### src/rtl/phy_irq_pkg.sv
// Package: shared constants and types for the interrupt/power-down pin block.
// Assumes a fixed layout of seven event sources in a 16-bit status register.
package phy_irq_pkg;
    localparam int unsigned NUM_SRC = 7;

    // Control register fields, bit 0 upward
    typedef struct packed {
        logic test_irq;   // bit 2
        logic irq_en;     // bit 1
        logic out_sel;    // bit 0
    } irq_ctl_t;

    localparam int unsigned CTL_W = $bits(irq_ctl_t);
endpackage

### src/rtl/irq_pending.sv
// Module: sticky pending flags, one per event source.
// Assumes evt is synchronous to clk; clr is a one-cycle clear-on-read strobe.
// An event in the clearing cycle survives the clear.
module irq_pending #(
    parameter int unsigned NUM_SRC = 7
) (
    input  logic               clk,
    input  logic               rst_n,
    input  logic [NUM_SRC-1:0] evt,
    input  logic [NUM_SRC-1:0] enable,
    input  logic               clr,
    output logic [NUM_SRC-1:0] pending
);
    logic [NUM_SRC-1:0] hit;

    generate
        for (genvar i = 0; i < NUM_SRC; i++) begin : g_src
            // Qualify the event with its enable bit
            assign hit[i] = evt[i] & enable[i];

            // Set on enabled event, clear on read unless a new hit arrives
            always_ff @(posedge clk) begin
                if (!rst_n)      pending[i] <= 1'b0;
                else if (clr)    pending[i] <= hit[i];
                else if (hit[i]) pending[i] <= 1'b1;
            end
        end
    endgenerate

    AST_CLEAR_ON_READ: assert property (@(posedge clk) disable iff (!rst_n)
        (clr && ((evt & enable) == '0)) |=> (pending == '0));

    AST_RACE_KEEPS_EVENT: assert property (@(posedge clk) disable iff (!rst_n)
        clr |=> ((pending & $past(evt & enable)) == $past(evt & enable)));

    AST_STICKY_NO_HIT: assert property (@(posedge clk) disable iff (!rst_n)
        (!clr && ((evt & enable) == '0)) |=> $stable(pending));
endmodule

### src/rtl/pad_in_sync.sv
// Module: multi-stage synchroniser for the asynchronous pad input.
// Assumes STAGES >= 2; resets to the idle (pulled-up) level.
module pad_in_sync #(
    parameter int unsigned STAGES    = 2,
    parameter logic        RESET_VAL = 1'b1
) (
    input  logic clk,
    input  logic rst_n,
    input  logic d,
    output logic q
);
    logic [STAGES-1:0] chain;

    // Shift the pad level through the flop chain
    always_ff @(posedge clk) begin
        if (!rst_n) chain <= {STAGES{RESET_VAL}};
        else        chain <= {chain[STAGES-2:0], d};
    end

    assign q = chain[STAGES-1];
endmodule

### src/rtl/irq_pad_drv.sv
// Module: decides pad direction and the active-low interrupt level.
// Assumes pending and ctl come from registers, so pad_out is glitch-free.
module irq_pad_drv
    import phy_irq_pkg::*;
#(
    parameter int unsigned NUM_SRC = 7
) (
    input  logic               clk,
    input  logic               rst_n,
    input  irq_ctl_t           ctl,
    input  logic [NUM_SRC-1:0] pending,
    output logic               pad_oe,
    output logic               pad_out
);
    logic irq_cause;
    logic irq_active;

    // Any pending flag or the test bit is a cause
    assign irq_cause  = (|pending) | ctl.test_irq;
    // Only an enabled output pad carries the interrupt
    assign irq_active = ctl.out_sel & ctl.irq_en & irq_cause;
    assign pad_oe     = ctl.out_sel;
    assign pad_out    = ~irq_active;

    AST_PAD_IDLE_HIGH: assert property (@(posedge clk) disable iff (!rst_n)
        (pad_oe && !ctl.irq_en) |-> pad_out);

    AST_PAD_LOW_ON_PENDING: assert property (@(posedge clk) disable iff (!rst_n)
        (pad_oe && ctl.irq_en && (pending != '0)) |-> !pad_out);
endmodule

### src/rtl/phy_irq_pin_ctrl.sv
// Module: top of the shared interrupt / power-down pin controller.
// Holds the control and enable registers, the read mux and the power-down OR.
// Assumes reg_wr and reg_rd are never both asserted for the status address.
module phy_irq_pin_ctrl
    import phy_irq_pkg::*;
#(
    parameter int unsigned ADDR_W      = 5,
    parameter int unsigned DATA_W      = 16,
    parameter logic [4:0]  CTL_ADDR    = 5'h11,
    parameter logic [4:0]  STS_ADDR    = 5'h12,
    parameter int unsigned SYNC_STAGES = 2
) (
    input  logic               clk,
    input  logic               rst_n,
    input  logic               reg_wr,
    input  logic               reg_rd,
    input  logic [ADDR_W-1:0]  reg_addr,
    input  logic [DATA_W-1:0]  reg_wdata,
    output logic [DATA_W-1:0]  reg_rdata,
    input  logic [NUM_SRC-1:0] irq_evt,
    input  logic               core_pd_bit,
    input  logic               pad_in,
    output logic               pad_out,
    output logic               pad_oe,
    output logic               pd_req
);
    localparam int unsigned HALF = DATA_W / 2;

    irq_ctl_t           ctl_q;
    logic [NUM_SRC-1:0] enable_q;
    logic [NUM_SRC-1:0] pending;
    logic               sel_ctl, sel_sts;
    logic               clr_rd;
    logic               pad_sync;
    logic               unused_wdata;

    assign sel_ctl      = (reg_addr == ADDR_W'(CTL_ADDR));
    assign sel_sts      = (reg_addr == ADDR_W'(STS_ADDR));
    assign clr_rd       = reg_rd & sel_sts;
    assign unused_wdata = ^reg_wdata[DATA_W-1:CTL_W];

    // Control register write
    always_ff @(posedge clk) begin
        if (!rst_n)             ctl_q <= '0;
        else if (reg_wr && sel_ctl) ctl_q <= irq_ctl_t'(reg_wdata[CTL_W-1:0]);
    end

    // Enable bits in the low byte of the status register
    always_ff @(posedge clk) begin
        if (!rst_n)             enable_q <= '0;
        else if (reg_wr && sel_sts) enable_q <= reg_wdata[NUM_SRC-1:0];
    end

    // Pending flag capture with clear-on-read
    irq_pending #(.NUM_SRC(NUM_SRC)) i_pending (
        .clk     (clk),
        .rst_n   (rst_n),
        .evt     (irq_evt),
        .enable  (enable_q),
        .clr     (clr_rd),
        .pending (pending)
    );

    // Pad direction and interrupt level
    irq_pad_drv #(.NUM_SRC(NUM_SRC)) i_pad_drv (
        .clk     (clk),
        .rst_n   (rst_n),
        .ctl     (ctl_q),
        .pending (pending),
        .pad_oe  (pad_oe),
        .pad_out (pad_out)
    );

    // Bring the asynchronous pad level into the clock domain
    pad_in_sync #(.STAGES(SYNC_STAGES), .RESET_VAL(1'b1)) i_sync (
        .clk   (clk),
        .rst_n (rst_n),
        .d     (pad_in),
        .q     (pad_sync)
    );

    // Power-down: core bit ORed with the low pad while the pad is an input
    assign pd_req = core_pd_bit | (~ctl_q.out_sel & ~pad_sync);

    // Read mux, combinational on the address
    always_comb begin
        reg_rdata = '0;
        if (sel_ctl) begin
            reg_rdata[CTL_W-1:0] = ctl_q;
        end else if (sel_sts) begin
            reg_rdata[NUM_SRC-1:0]        = enable_q;
            reg_rdata[HALF+NUM_SRC-1:HALF] = pending;
        end
    end

    AST_CTL_WRITE_OE: assert property (@(posedge clk) disable iff (!rst_n)
        (reg_wr && sel_ctl) |=> (pad_oe == $past(reg_wdata[0])));

    AST_RSV_BITS_ZERO: assert property (@(posedge clk) disable iff (!rst_n)
        sel_sts |-> (!reg_rdata[DATA_W-1] && !reg_rdata[HALF-1]));

    AST_PD_INPUT_IGNORED: assert property (@(posedge clk) disable iff (!rst_n)
        (pad_oe && !core_pd_bit) |-> !pd_req);

    AST_PD_CORE_BIT: assert property (@(posedge clk) disable iff (!rst_n)
        core_pd_bit |-> pd_req);
endmodule

### config.mk
export PLATFORM = sky130hd
export DESIGN_NAME = phy_irq_pin_ctrl
export DESIGN_NICKNAME = d
export VERILOG_FILES = /design/src/rtl/phy_irq_pkg.sv /design/src/rtl/irq_pending.sv /design/src/rtl/pad_in_sync.sv /design/src/rtl/irq_pad_drv.sv /design/src/rtl/phy_irq_pin_ctrl.sv
export SDC_FILE = /design/constraint.sdc
export NUM_CORES = 1
export LEC_CHECK = 0
export ABC_AREA = 1
export BUFFER_PORTS_ARGS = -buffer_cell sky130_fd_sc_hd__clkbuf_2
export CAP_MARGIN = 20
export CORE_ASPECT_RATIO = 1.2
export CORE_UTILIZATION = 46
export DETAILED_ROUTE_END_ITERATION = 8
export PLACE_DENSITY_LB_ADDON = 0.05
export REMOVE_ABC_BUFFERS = 1
export SETUP_SLACK_MARGIN = 0.5
export SYNTH_ARGS = -nofsm -noshare
export SYNTH_HDL_FRONTEND = slang
export SYNTH_HIERARCHICAL = 1
export SYNTH_SLANG_ARGS = --single-unit
### constraint.sdc
create_clock -name clk -period 2.21 [get_ports clk]
set_input_delay 0.442 -clock clk [delete_from_list [all_inputs] [get_ports clk]]
set_output_delay 0.442 -clock clk [all_outputs]
set_load 0.03 [all_outputs]
==> results of run 1 <==
## cell type report
| cell class | count | area [um2] |
|---|---|---|
| inverter | 27 | 101 |
| tap | 19 | 23.8 |
| timing repair buffer | 46 | 284 |
| fill | 196 | 596 |
| clock inverter | 1 | 5.00 |
| sequential | 19 | 380 |
| clock buffer | 3 | 22.5 |
| multi-input combinational | 101 | 459 |
## layout by cell type (no fill, tap or decap)
| master | n |
|---|---|
| sky130_fd_sc_hd__nand2_1 | 40 |
| sky130_fd_sc_hd__nor2_1 | 31 |
| sky130_fd_sc_hd__clkbuf_2 | 27 |
| sky130_fd_sc_hd__inv_1 | 26 |
| sky130_fd_sc_hd__dfxtp_1 | 19 |
| sky130_fd_sc_hd__buf_4 | 13 |
| sky130_fd_sc_hd__a21oi_1 | 7 |
| sky130_fd_sc_hd__nor2_2 | 5 |
| sky130_fd_sc_hd__clkbuf_4 | 4 |
| sky130_fd_sc_hd__nor2_4 | 3 |
| sky130_fd_sc_hd__o21ai_1 | 3 |
| sky130_fd_sc_hd__nand3_1 | 3 |
| sky130_fd_sc_hd__buf_6 | 3 |
| sky130_fd_sc_hd__nand3_2 | 2 |
| sky130_fd_sc_hd__conb_1 | 2 |
| sky130_fd_sc_hd__buf_2 | 2 |
| sky130_fd_sc_hd__nand2_2 | 1 |
| sky130_fd_sc_hd__nand2_4 | 1 |
| sky130_fd_sc_hd__o21ai_0 | 1 |
| sky130_fd_sc_hd__o21bai_1 | 1 |
| sky130_fd_sc_hd__nor3_1 | 1 |
| sky130_fd_sc_hd__clkinv_2 | 1 |
| sky130_fd_sc_hd__inv_2 | 1 |
## flip-flops by register name (all words and copies together) (netlist names)
name,cells
enable_q,7
ctl_q,3
i_sync/chain,2
i_pending/pending,7
## where the power goes
| group | internal, mW | leakage, nW | total (mW) | switching (mW) |
|---|---|---|---|---|
| combinational | 0.0284 | 0.493 | 0.0697 | 0.0413 |
| clock | 0.0672 | 0.0177 | 0.174 | 0.107 |
| sequential | 0.348 | 0.154 | 0.350 | 0.00279 |
## worst max-delay path by stage
stage / depth (start not counted) / startpoint / end
floorplan: 3 / reg_addr[3] / reg_rdata[0]
global placement: 6 / reg_addr[3] / reg_rdata[14]
detailed placement: 6 / reg_addr[3] / reg_rdata[13]
CTS: 6 / reg_addr[1] / reg_rdata[2]
global route: 7 / reg_addr[1] / reg_rdata[0]
finish: 7 / reg_addr[4] / reg_rdata[3]
## critical path, cell delays in order
cell and delay (ns):
sky130_fd_sc_hd__buf_2 0.10, sky130_fd_sc_hd__nand2_2 0.06, sky130_fd_sc_hd__nor2_4 0.12, sky130_fd_sc_hd__nand2_4 0.11
sky130_fd_sc_hd__buf_6 0.14, sky130_fd_sc_hd__nor2_2 0.09, sky130_fd_sc_hd__buf_4 0.16
## repair_timing
action | 4_1_cts | 5_1_grt
pin swaps | 2 | 3
gates resized for setup | 23 | 21
setup endpoints to repair | 14 | 14
buffers inserted | 3 | 1
## stage by stage
step	utilization	total power, mW	cell area, um2	hold WS, ns
2_1_floorplan	-	0.385	893	0.380
3_3_place_gp	0.604	0.416	1130	0.400
3_5_place_dp	0.604	0.418	1130	0.404
4_1_cts	0.666	0.592	1250	0.308
5_1_grt	0.682	0.619	1280	0.315
6_report	0.682	0.594	1280	0.313
## cell families (layout without fill, tap and decap cells)
| family | Yosys count | after routing | share of synthesized area |
|---|---|---|---|
| AND/OR/NAND/NOR | 87 | 87 | 0.363 |
| other | 1 | 2 | 0.00398 |
| AO/OA/AOI/OAI | 12 | 12 | 0.0664 |
| buffers and inverters | 33 | 77 | 0.163 |
| flip-flops | 19 | 19 | 0.404 |
## per-layer routing
| metal | up-vias | track usage | wire, um |
|---|---|---|---|
| met5 | - | 0 | 0 |
| met4 | 0 | 0.0758 | 10 |
| met3 | 2 | 0.0208 | 106 |
| met2 | 30 | 0.341 | 997 |
| met1 | 429 | 0.240 | 886 |
| li1 | 533 | - | - |
==> impl_results.rst, run 1 <==
.. list-table::
   :header-rows: 1

   * - Metric
     - Value
   * - Run status
     - finished, final reports clean
   * - Vias in the first global route
     - 828
   * - Last weighted congestion value of the routability-driven placer
     - 0.782
   * - CTS tree
     - built
   * - Area growth from synthesis to layout
     - 35.5%
   * - Most numerous cell in the Yosys netlist
     - sky130_fd_sc_hd__nand2_1
   * - Die height
     - 51.6 um
   * - Placed instance count
     - 208
   * - Crit path DAT
     - 1.22 ns
   * - Fraction of synthesis flops using an asynchronous set or reset pin
     - 0
   * - Type of destination of the critical path
     - output port
   * - Total leakage power
     - 0.664 nW
   * - Post-Syn Area per Cell
     - 6.20 um2
   * - Count of input and output buffers
     - 41
   * - Reg2reg start
     - enable_q[0]
   * - Ant. Diodes
     - 0
   * - Synthesis-stage register bit count
     - 19
   * - Count of placed standard cells in the final layout, fillers left out
     - 216
   * - Clock sink count
     - 19
   * - Clock root cell
     - sky130_fd_sc_hd__clkbuf_4
   * - Count of warnings emitted by yosys
     - 6
   * - Ys flop type
     - sky130_fd_sc_hd__dfxtp_1
   * - Starting density of the core
     - 0.503
   * - Area of the die
     - 2230 um2
   * - Hold-fix buffers, CTS
     - 0
   * - Kind of launch point of the worst setup path
     - input port
   * - Destination of the worst register-to-register timing path
     - enable_q[0]
   * - Final worst setup slack
     - 0.545 ns
   * - Total congestion overflow after global routing
     - 0
   * - Std-Cell Rows
     - 17
   * - Minimum clock period after layout
     - 1.67 ns
   * - Unrepaired setup endpoints after global routing
     - true
   * - Maximum frequency from static timing analysis
     - 600 MHz
   * - Antenna violations before repair
     - 0
   * - Vias per std cell
     - 4.60
   * - Fraction of final layout cells with drive strength greater than 1
     - 0.320
   * - Worst slack after detailed placement
     - 0.210 ns
   * - Worst endpoint required time
     - 1.77 ns
   * - Worst Reg-to-Reg Cells
     - 4
   * - Top post-synthesis cells by area
     - sky130_fd_sc_hd__dfxtp_1 40%, sky130_fd_sc_hd__nand2_1 17%, sky130_fd_sc_hd__nor2_1 15%
   * - Number of setup violations in the final report
     - 0
   * - Maximum number of pins on one net before global-route repair
     - 15
   * - Final routed DRC violation total
     - 0
   * - Area share of the largest cell type after synthesis
     - 0.404
   * - Clk pin slew, worst setup/hold paths
     - 0.11 ns
   * - Number of instances in the synthesized netlist
     - 152
   * - Highest fanout seen on the critical path
     - 7
   * - Horiz. Die Dim
     - 43.3 um
   * - DRC marker count from the first detailed-route iteration
     - 9
   * - Skew-Pair Late Insertion Delay
     - 0.29 ns
   * - Type of the worst setup path
     - in2out
   * - Via count
     - 994
   * - Worst Hold Class
     - in2reg
   * - H-tree levels
     - 1
   * - Power density over the cells
     - 466 nW/um2
   * - Reported max-cap violation count
     - 0
   * - Critical hold path startpoint
     - pad_in
   * - Sequential area share after synthesis
     - 0.404
   * - Post-detailed-route count of antenna-violating nets
     - 0
   * - Most area-hungry cell type in the Yosys netlist
     - sky130_fd_sc_hd__dfxtp_1
   * - Post-detailed-placement half-perimeter wirelength
     - 1450 um
   * - Count of distinct cell types in the synthesized netlist
     - 18
   * - Wire length of the first global-routing pass
     - 3320 um
   * - Peak ir drop on the vdd network
     - 0.464 mV
   * - Number of flops mapped to enable cells by yosys
     - 0
   * - Final count of hold timing violations
     - 0
   * - Period utilization
     - 0.754
   * - Cells on Worst Hold Path
     - 3
   * - Number of max-slew violations in the final report
     - 0
   * - Worst clock skew
     - 0.00404 ns
   * - Leading post-synthesis cells by instance count
     - 42 x sky130_fd_sc_hd__nand2_1, 38 x sky130_fd_sc_hd__nor2_1, 26 x sky130_fd_sc_hd__inv_1
   * - Core area
     - 1870 um2
   * - Routed wire length
     - 2000 um
   * - DR WL/cell
     - 9.26 um
   * - Worst reg-to-reg setup slack
     - 1.52 ns
   * - Total I/O pin count
     - 53
   * - Max Root-Sink Buffers
     - 2
   * - Net count reported at finish
     - 232
   * - Inserted Clock Buffers
     - 3
   * - Hold Crit Endpoint
     - i_sync/chain[0]
   * - Initial DRT Pass Iterations
     - 4
   * - Post-Route Setup TNS
     - 0 ns
   * - Cell Area, Synth
     - 942 um2
   * - Total Routing Usage GR
     - 0.194
(Power assumes the default switching activity.)
==> run 2: changes to the inputs <==
CORE_UTILIZATION = 43   (was 46)
clock period = 1.6 ns   (was 2.21 ns; I/O delays follow)
==> run 2 against run 1 <==
Compared with the run above: worst hold slack lost 0.12 ns; critical endpoint is now reg_rdata[0]; design area grew 31%; critical path depth is the same.
==> impl_results.rst, run 2 (synthesis results as in run 1) <==
.. list-table::
   :header-rows: 1

   * - Metric
     - Value
   * - Worst clock skew
     - 0.000841 ns (-0.00320 ns)
   * - Power consumption
     - 0.872 mW (+47%)
   * - Clock sink count
     - 19 (unchanged)
   * - Vias per std cell
     - 4.61 (+0.16%)
   * - Antenna violations before repair
     - 0 (unchanged)
   * - Via count
     - 1,120 (+13%)
   * - Hold-fix buffers, CTS
     - 0 (unchanged)
   * - Horiz. Die Dim
     - 44.7 um (+3.3%)
   * - Total Routing Usage GR
     - 0.214 (+0.0202)
   * - CTS tree
     - built
   * - Highest fanout seen on the critical path
     - 5 (-2)
   * - Routed wire length
     - 2870 um (+43%)
   * - DRC marker count from the first detailed-route iteration
     - 34 (+25)
   * - Number of setup violations in the final report
     - 0 (unchanged)
   * - Clock root cell
     - sky130_fd_sc_hd__clkbuf_4
   * - Clk pin slew, worst setup/hold paths
     - 0.10 ns (about the same)
   * - Net count reported at finish
     - 248 (+6.9%)
   * - Fraction of final layout cells with drive strength greater than 1
     - 0.493 (+0.173)
   * - Power density over the cells
     - 521 nW/um2 (+12%)
   * - Starting density of the core
     - 0.455 (-0.0486)
   * - Area growth from synthesis to layout
     - 77.7%
   * - Number of max-slew violations in the final report
     - 0 (unchanged)
   * - Area of the die
     - 2380 um2 (+6.7%)
   * - Die height
     - 53.3 um (+3.3%)
   * - Maximum number of pins on one net before global-route repair
     - 15 (unchanged)
   * - Post-Route Setup TNS
     - 0 ns (unchanged)
   * - Core area
     - 2070 um2 (+11%)
   * - Type of the worst setup path
     - in2out
   * - Final routed DRC violation total
     - 0 (unchanged)
   * - Kind of launch point of the worst setup path
     - input port
   * - DR WL/cell
     - 11.8 um (+28%)
   * - Type of destination of the critical path
     - output port
   * - Worst Hold Class
     - in2reg
   * - Peak ir drop on the vdd network
     - 0.473 mV (+2.1%)
   * - Worst endpoint required time
     - 1.28 ns (-0.49 ns)
   * - Initial DRT Pass Iterations
     - 4 (unchanged)
   * - Wire length of the first global-routing pass
     - 3700 um (+11%)
   * - Ant. Diodes
     - 0 (unchanged)
   * - Period utilization
     - 0.893
   * - Skew-Pair Late Insertion Delay
     - 0.29 ns (about the same)
   * - Largest registers
     - enable_q: 7 flops, i_pending/pending: 7 flops, ctl_q: 3 flops
   * - Reported max-cap violation count
     - 0 (unchanged)
   * - Max Root-Sink Buffers
     - 2 (unchanged)
   * - Std-Cell Rows
     - 18 (+1)
   * - Total I/O pin count
     - 53 (unchanged)
   * - Run status
     - finished, final reports clean
   * - Fill cell instance count of the final layout
     - 166 (-15%)
   * - Count of input and output buffers
     - 41 (unchanged)
   * - Post-detailed-route count of antenna-violating nets
     - 0 (unchanged)
   * - Last weighted congestion value of the routability-driven placer
     - 0.770 (-1.5%)
   * - Minimum clock period after layout
     - 1.43 ns
   * - Vias in the first global route
     - 889 (+7.4%)
   * - Unrepaired setup endpoints after global routing
     - true
   * - Total congestion overflow after global routing
     - 0 (unchanged)
   * - Post-detailed-placement half-perimeter wirelength
     - 1520 um (+5.3%)
   * - Inserted Clock Buffers
     - 3 (unchanged)
   * - Most used cells in the layout excluding fill and tap cells
     - 35 x sky130_fd_sc_hd__nand2_1, 23 x sky130_fd_sc_hd__inv_1, 23 x sky130_fd_sc_hd__nor2_1, 21 x sky130_fd_sc_hd__clkbuf_2, 17 x sky130_fd_sc_hd__buf_4
   * - Final count of hold timing violations
     - 0 (unchanged)
   * - Commonest non-fill, non-tap cell in the layout
     - sky130_fd_sc_hd__nand2_1
   * - Total leakage power
     - 0.784 nW (+18%)
   * - H-tree levels
     - 1 (unchanged)
   * - Crit path DAT
     - 1.11 ns (-0.11 ns)
   * - Maximum frequency from static timing analysis
     - 700 MHz
==> run 2: power breakdown <==
part           internal [mW]  switching, mW  total [mW]  leakage, nW
Combinational         0.0686         0.0797       0.148        0.610
Clock                 0.0970          0.144       0.241       0.0150
Sequential             0.479        0.00434       0.483        0.159
==> run 2: final cells by class <==
class / count / area [um2] / area share
Multi-Input combinational cell: 102 / 588 / 0.351
Sequential cell: 19 / 395 / 0.236
Timing Repair Buffer: 61 / 523 / 0.312
Tap cell: 30 / 37.5 / 0.0224
Clock buffer: 4 / 26.3 / 0.0157
Inverter: 27 / 104 / 0.0620
==> run 2: what timing repair did <==
| action | CTS | global route |
|---|---|---|
| gates cloned | 0 | 1 |
| buffers inserted | 11 | 5 |
| pin swaps | 3 | 11 |
| setup endpoints to repair | 17 | 26 |
| resized for setup | 36 | 92 |
==> run 2: through the flow <==
step	utilization	instances	worst slack, ns	hold slack [ns]	cell area (um2)
6_report	0.808	243	0.171	0.193	1670
5_1_grt	0.808	243	0.121	0.187	1670
4_1_cts	0.667	237	0.138	0.199	1380
3_5_place_dp	0.563	222	0.0216	0.398	1170
3_3_place_gp	0.563	222	0.0580	0.393	1170
2_1_floorplan	-	147	-0.170	0.380	893
==> run 2: routing by layer <==
metal  up-vias  GRT usage  part of all wire
met1       499      0.242              0.38
li1        567          -                 -
met5         -          0                 0
met4         0     0.0758             0.016
met2        48      0.390              0.56
met3         6     0.0444             0.046
==> run 2: final timing paths <==
| path | endpoint | depth (start not counted) | startpoint | slack [ns] |
|---|---|---|---|---|
| worst max-delay path | reg_rdata[0] | 7 | reg_addr[3] | 0.17 |
| worst min-delay path | i_sync/chain[0] | 3 | pad_in | 0.19 |
| worst max register to register | enable_q[6] | 4 | enable_q[6] | 0.88 |
| worst min register to register | i_pending/pending[5] | 2 | enable_q[5] | 0.46 |
==> run 2: critical path, stage by stage <==
cell	delay, ns
sky130_fd_sc_hd__clkbuf_2	0.11
sky130_fd_sc_hd__inv_2	0.07
sky130_fd_sc_hd__nand2_2	0.09
sky130_fd_sc_hd__nor2_4	0.14
sky130_fd_sc_hd__nand2_1	0.08
sky130_fd_sc_hd__o21ai_1	0.10
sky130_fd_sc_hd__buf_4	0.19
==> run 3: changes to the inputs <==
CORE_UTILIZATION = 39   (was 43)
clock period = 1.3 ns   (was 1.6 ns; I/O delays follow)
==> run 3 against run 2 <==
Compared with the run above: the run now ends with negative setup slack left; die area up 9.8%; critical path depth down 3; worst hold slack worse by 0.068 ns; highest routed layer unchanged; clock-buffer cell count down 1; power up 24%; utilization down 3.4 points; design area up 5.5%.
==> impl_results.rst, run 3 (synthesis results as in run 1) <==
.. list-table::
   :header-rows: 1

   * - Metric
     - Value
   * - Run status
     - complete, but fails checks
   * - Failing checks
     - negative setup slack
   * - Commonest non-fill, non-tap cell in the layout
     - sky130_fd_sc_hd__nand2_1
   * - Count of input and output buffers
     - 41 (unchanged)
   * - Total leakage power
     - 0.816 nW (+4.1%)
   * - Vias in the first global route
     - 909 (+2.2%)
   * - Reported max-cap violation count
     - 0 (unchanged)
   * - Final worst setup slack
     - -0.0343 ns (-0.205 ns)
   * - Clk pin slew, worst setup/hold paths
     - 0.11 ns (about the same)
   * - H-tree levels
     - 1 (unchanged)
   * - Kind of launch point of the worst setup path
     - flip-flop
   * - Final count of hold timing violations
     - 0 (unchanged)
   * - Type of the worst setup path
     - reg2out
   * - Net count reported at finish
     - 248 (unchanged)
   * - CTS tree
     - built
   * - Power consumption
     - 1.08 mW (+24%)
   * - Cells on Worst Hold Path
     - 3 (unchanged)
   * - Fraction of final layout cells with drive strength greater than 1
     - 0.634 (+0.141)
   * - Total Routing Usage GR
     - 0.188 (-0.0262)
   * - Worst reg-to-reg setup slack
     - 0.55 ns (-0.33 ns)
   * - Post-detailed-placement half-perimeter wirelength
     - 1600 um (+5.1%)
   * - Peak ir drop on the vdd network
     - 0.609 mV (+29%)
   * - Type of destination of the critical path
     - output port
   * - Crit path DAT
     - 1.07 ns (-0.04 ns)
   * - Horiz. Die Dim
     - 46.9 um (+4.8%)
   * - Worst Hold Class
     - in2reg
   * - Maximum number of pins on one net before global-route repair
     - 14 (-1)
   * - Hold-fix buffers, CTS
     - 0 (unchanged)
   * - Inserted Clock Buffers
     - 3 (unchanged)
   * - Last weighted congestion value of the routability-driven placer
     - 0.751 (-2.5%)
   * - Maximum frequency from static timing analysis
     - 749 MHz
   * - Fin util
     - 0.774 (-0.0338)
   * - Total I/O pin count
     - 53 (unchanged)
   * - Antenna violations before repair
     - 0 (unchanged)
   * - Core area
     - 2280 um2 (+10%)
   * - DR WL/cell
     - 11.2 um (-5.0%)
   * - Most used cells in the layout excluding fill and tap cells
     - 28 x sky130_fd_sc_hd__nand2_1, 21 x sky130_fd_sc_hd__nor2_1, 19 x sky130_fd_sc_hd__clkbuf_2, 17 x sky130_fd_sc_hd__inv_1, 16 x sky130_fd_sc_hd__dfxtp_2
   * - Die height
     - 55.8 um (+4.8%)
   * - Post-detailed-placement cell area
     - 1170 um2 (+0.75%)
   * - Initial DRT Pass Iterations
     - 4 (unchanged)
   * - Std-Cell Rows
     - 19 (+1)
   * - Wire length of the first global-routing pass
     - 3640 um (-1.7%)
   * - Number of max-slew violations in the final report
     - 0 (unchanged)
   * - Worst Reg-to-Reg Cells
     - 5 (+1)
   * - Max Root-Sink Buffers
     - 2 (unchanged)
   * - Routed wire length
     - 2740 um (-4.6%)
   * - Clock sink count
     - 19 (unchanged)
   * - Period utilization
     - 1.03
   * - Post-detailed-route count of antenna-violating nets
     - 0 (unchanged)
   * - Unrepaired setup endpoints after global routing
     - true
   * - Total congestion overflow after global routing
     - 0 (unchanged)
   * - Highest fanout seen on the critical path
     - 3 (-2)
   * - Number of setup violations in the final report
     - 1 (+1)
   * - DRC marker count from the first detailed-route iteration
     - 8 (-76%)
   * - Worst clock skew
     - 0.00672 ns (+0.00588 ns)
   * - Largest registers
     - enable_q: 7 flops, i_pending/pending: 7 flops, ctl_q: 3 flops
   * - Power density over the cells
     - 612 nW/um2 (+17%)
   * - Vias per std cell
     - 4.49 (-2.5%)
   * - Ant. Diodes
     - 0 (unchanged)
   * - Minimum clock period after layout
     - 1.33 ns
   * - Worst endpoint required time
     - 1.04 ns (-0.24 ns)
   * - Via count
     - 1,096 (-2.1%)
   * - Final routed DRC violation total
     - 0 (unchanged)
   * - Placed instance count
     - 224 (+0.90%)
   * - Post-route cell area
     - 1770 um2 (+5.5%)
   * - Fill cell instance count of the final layout
     - 184 (+11%)
   * - Count of placed standard cells in the final layout, fillers left out
     - 244 (+0.41%)
   * - Clock root cell
     - sky130_fd_sc_hd__clkbuf_4
   * - Starting density of the core
     - 0.413 (-0.0419)
   * - Area of the die
     - 2620 um2 (+9.8%)
   * - Skew-Pair Late Insertion Delay
     - 0.29 ns (about the same)
   * - Area growth from synthesis to layout
     - 87.5%
run 3: changes by cell type in the layout (fill, tap and decap cells not counted), moves of 3 or more:
cell	previous run	this run
sky130_fd_sc_hd__a21oi_1	7	2
sky130_fd_sc_hd__a21oi_2	0	5
sky130_fd_sc_hd__buf_8	6	10
sky130_fd_sc_hd__dfxtp_1	9	2
sky130_fd_sc_hd__dfxtp_2	9	16
sky130_fd_sc_hd__inv_1	23	17
sky130_fd_sc_hd__inv_2	3	7
sky130_fd_sc_hd__nand2_1	35	28
sky130_fd_sc_hd__nand2_2	5	11
sky130_fd_sc_hd__nor2_2	2	7
sky130_fd_sc_hd__nor2_4	14	11
run 3: cell type report:
cell class,instances,area [um2],share of cell area
multi-input cells,102,627,0.355
repair buffers,61,561,0.317
flip-flops and latches,19,404,0.229
inverters,27,109,0.0616
well taps,31,38.8,0.0220
clock buffers,3,22.5,0.0127
clock inverters,1,5.00,0.00283
run 3: worst paths after layout:
path	end	startpoint
max	pad_out	i_pending/pending[3]
min	i_sync/chain[0]	pad_in
max reg2reg	enable_q[0]	enable_q[0]
min reg2reg	i_sync/chain[1]	i_sync/chain[0]
run 3: repair_timing:
item / in CTS / in global routing
gates resized for setup: 78 / 82
buffers inserted: 8 / 7
pin swaps: 9 / 16
endpoints found under the setup margin: 34 / 34
cloned: 1 / 0
run 3: stage by stage:
stage | worst slack, ns | TNS [ns] | hold WS (ns)
floorplan | -0.350 | -1.76 | 0.329
global placement | -0.112 | -1.13 | 0.392
detailed placement | -0.154 | -1.94 | 0.392
CTS | -0.0615 | -0.300 | 0.122
global route | -0.0908 | -0.236 | 0.120
finish | -0.0343 | -0.0343 | 0.125
run 3: worst max-delay path, cell delays in order, from the launching register on:
cell and delay (ns):
sky130_fd_sc_hd__dfxtp_2 0.35, sky130_fd_sc_hd__nor2_1 0.10, sky130_fd_sc_hd__nand2_1 0.06, sky130_fd_sc_hd__o21ai_1 0.11, sky130_fd_sc_hd__buf_4 0.17
run 3: where the power goes:
group	switching [mW]	internal [mW]	leakage [nW]
sequential	0.00558	0.590	0.163
clock	0.179	0.114	0.0177
combinational	0.100	0.0923	0.636
run 3: metal layers:
layer,GRT usage,wire length [um]
met1,0.211,1060
met2,0.343,1580
met3,0.0325,75
met4,0.0490,25
met5,0,0
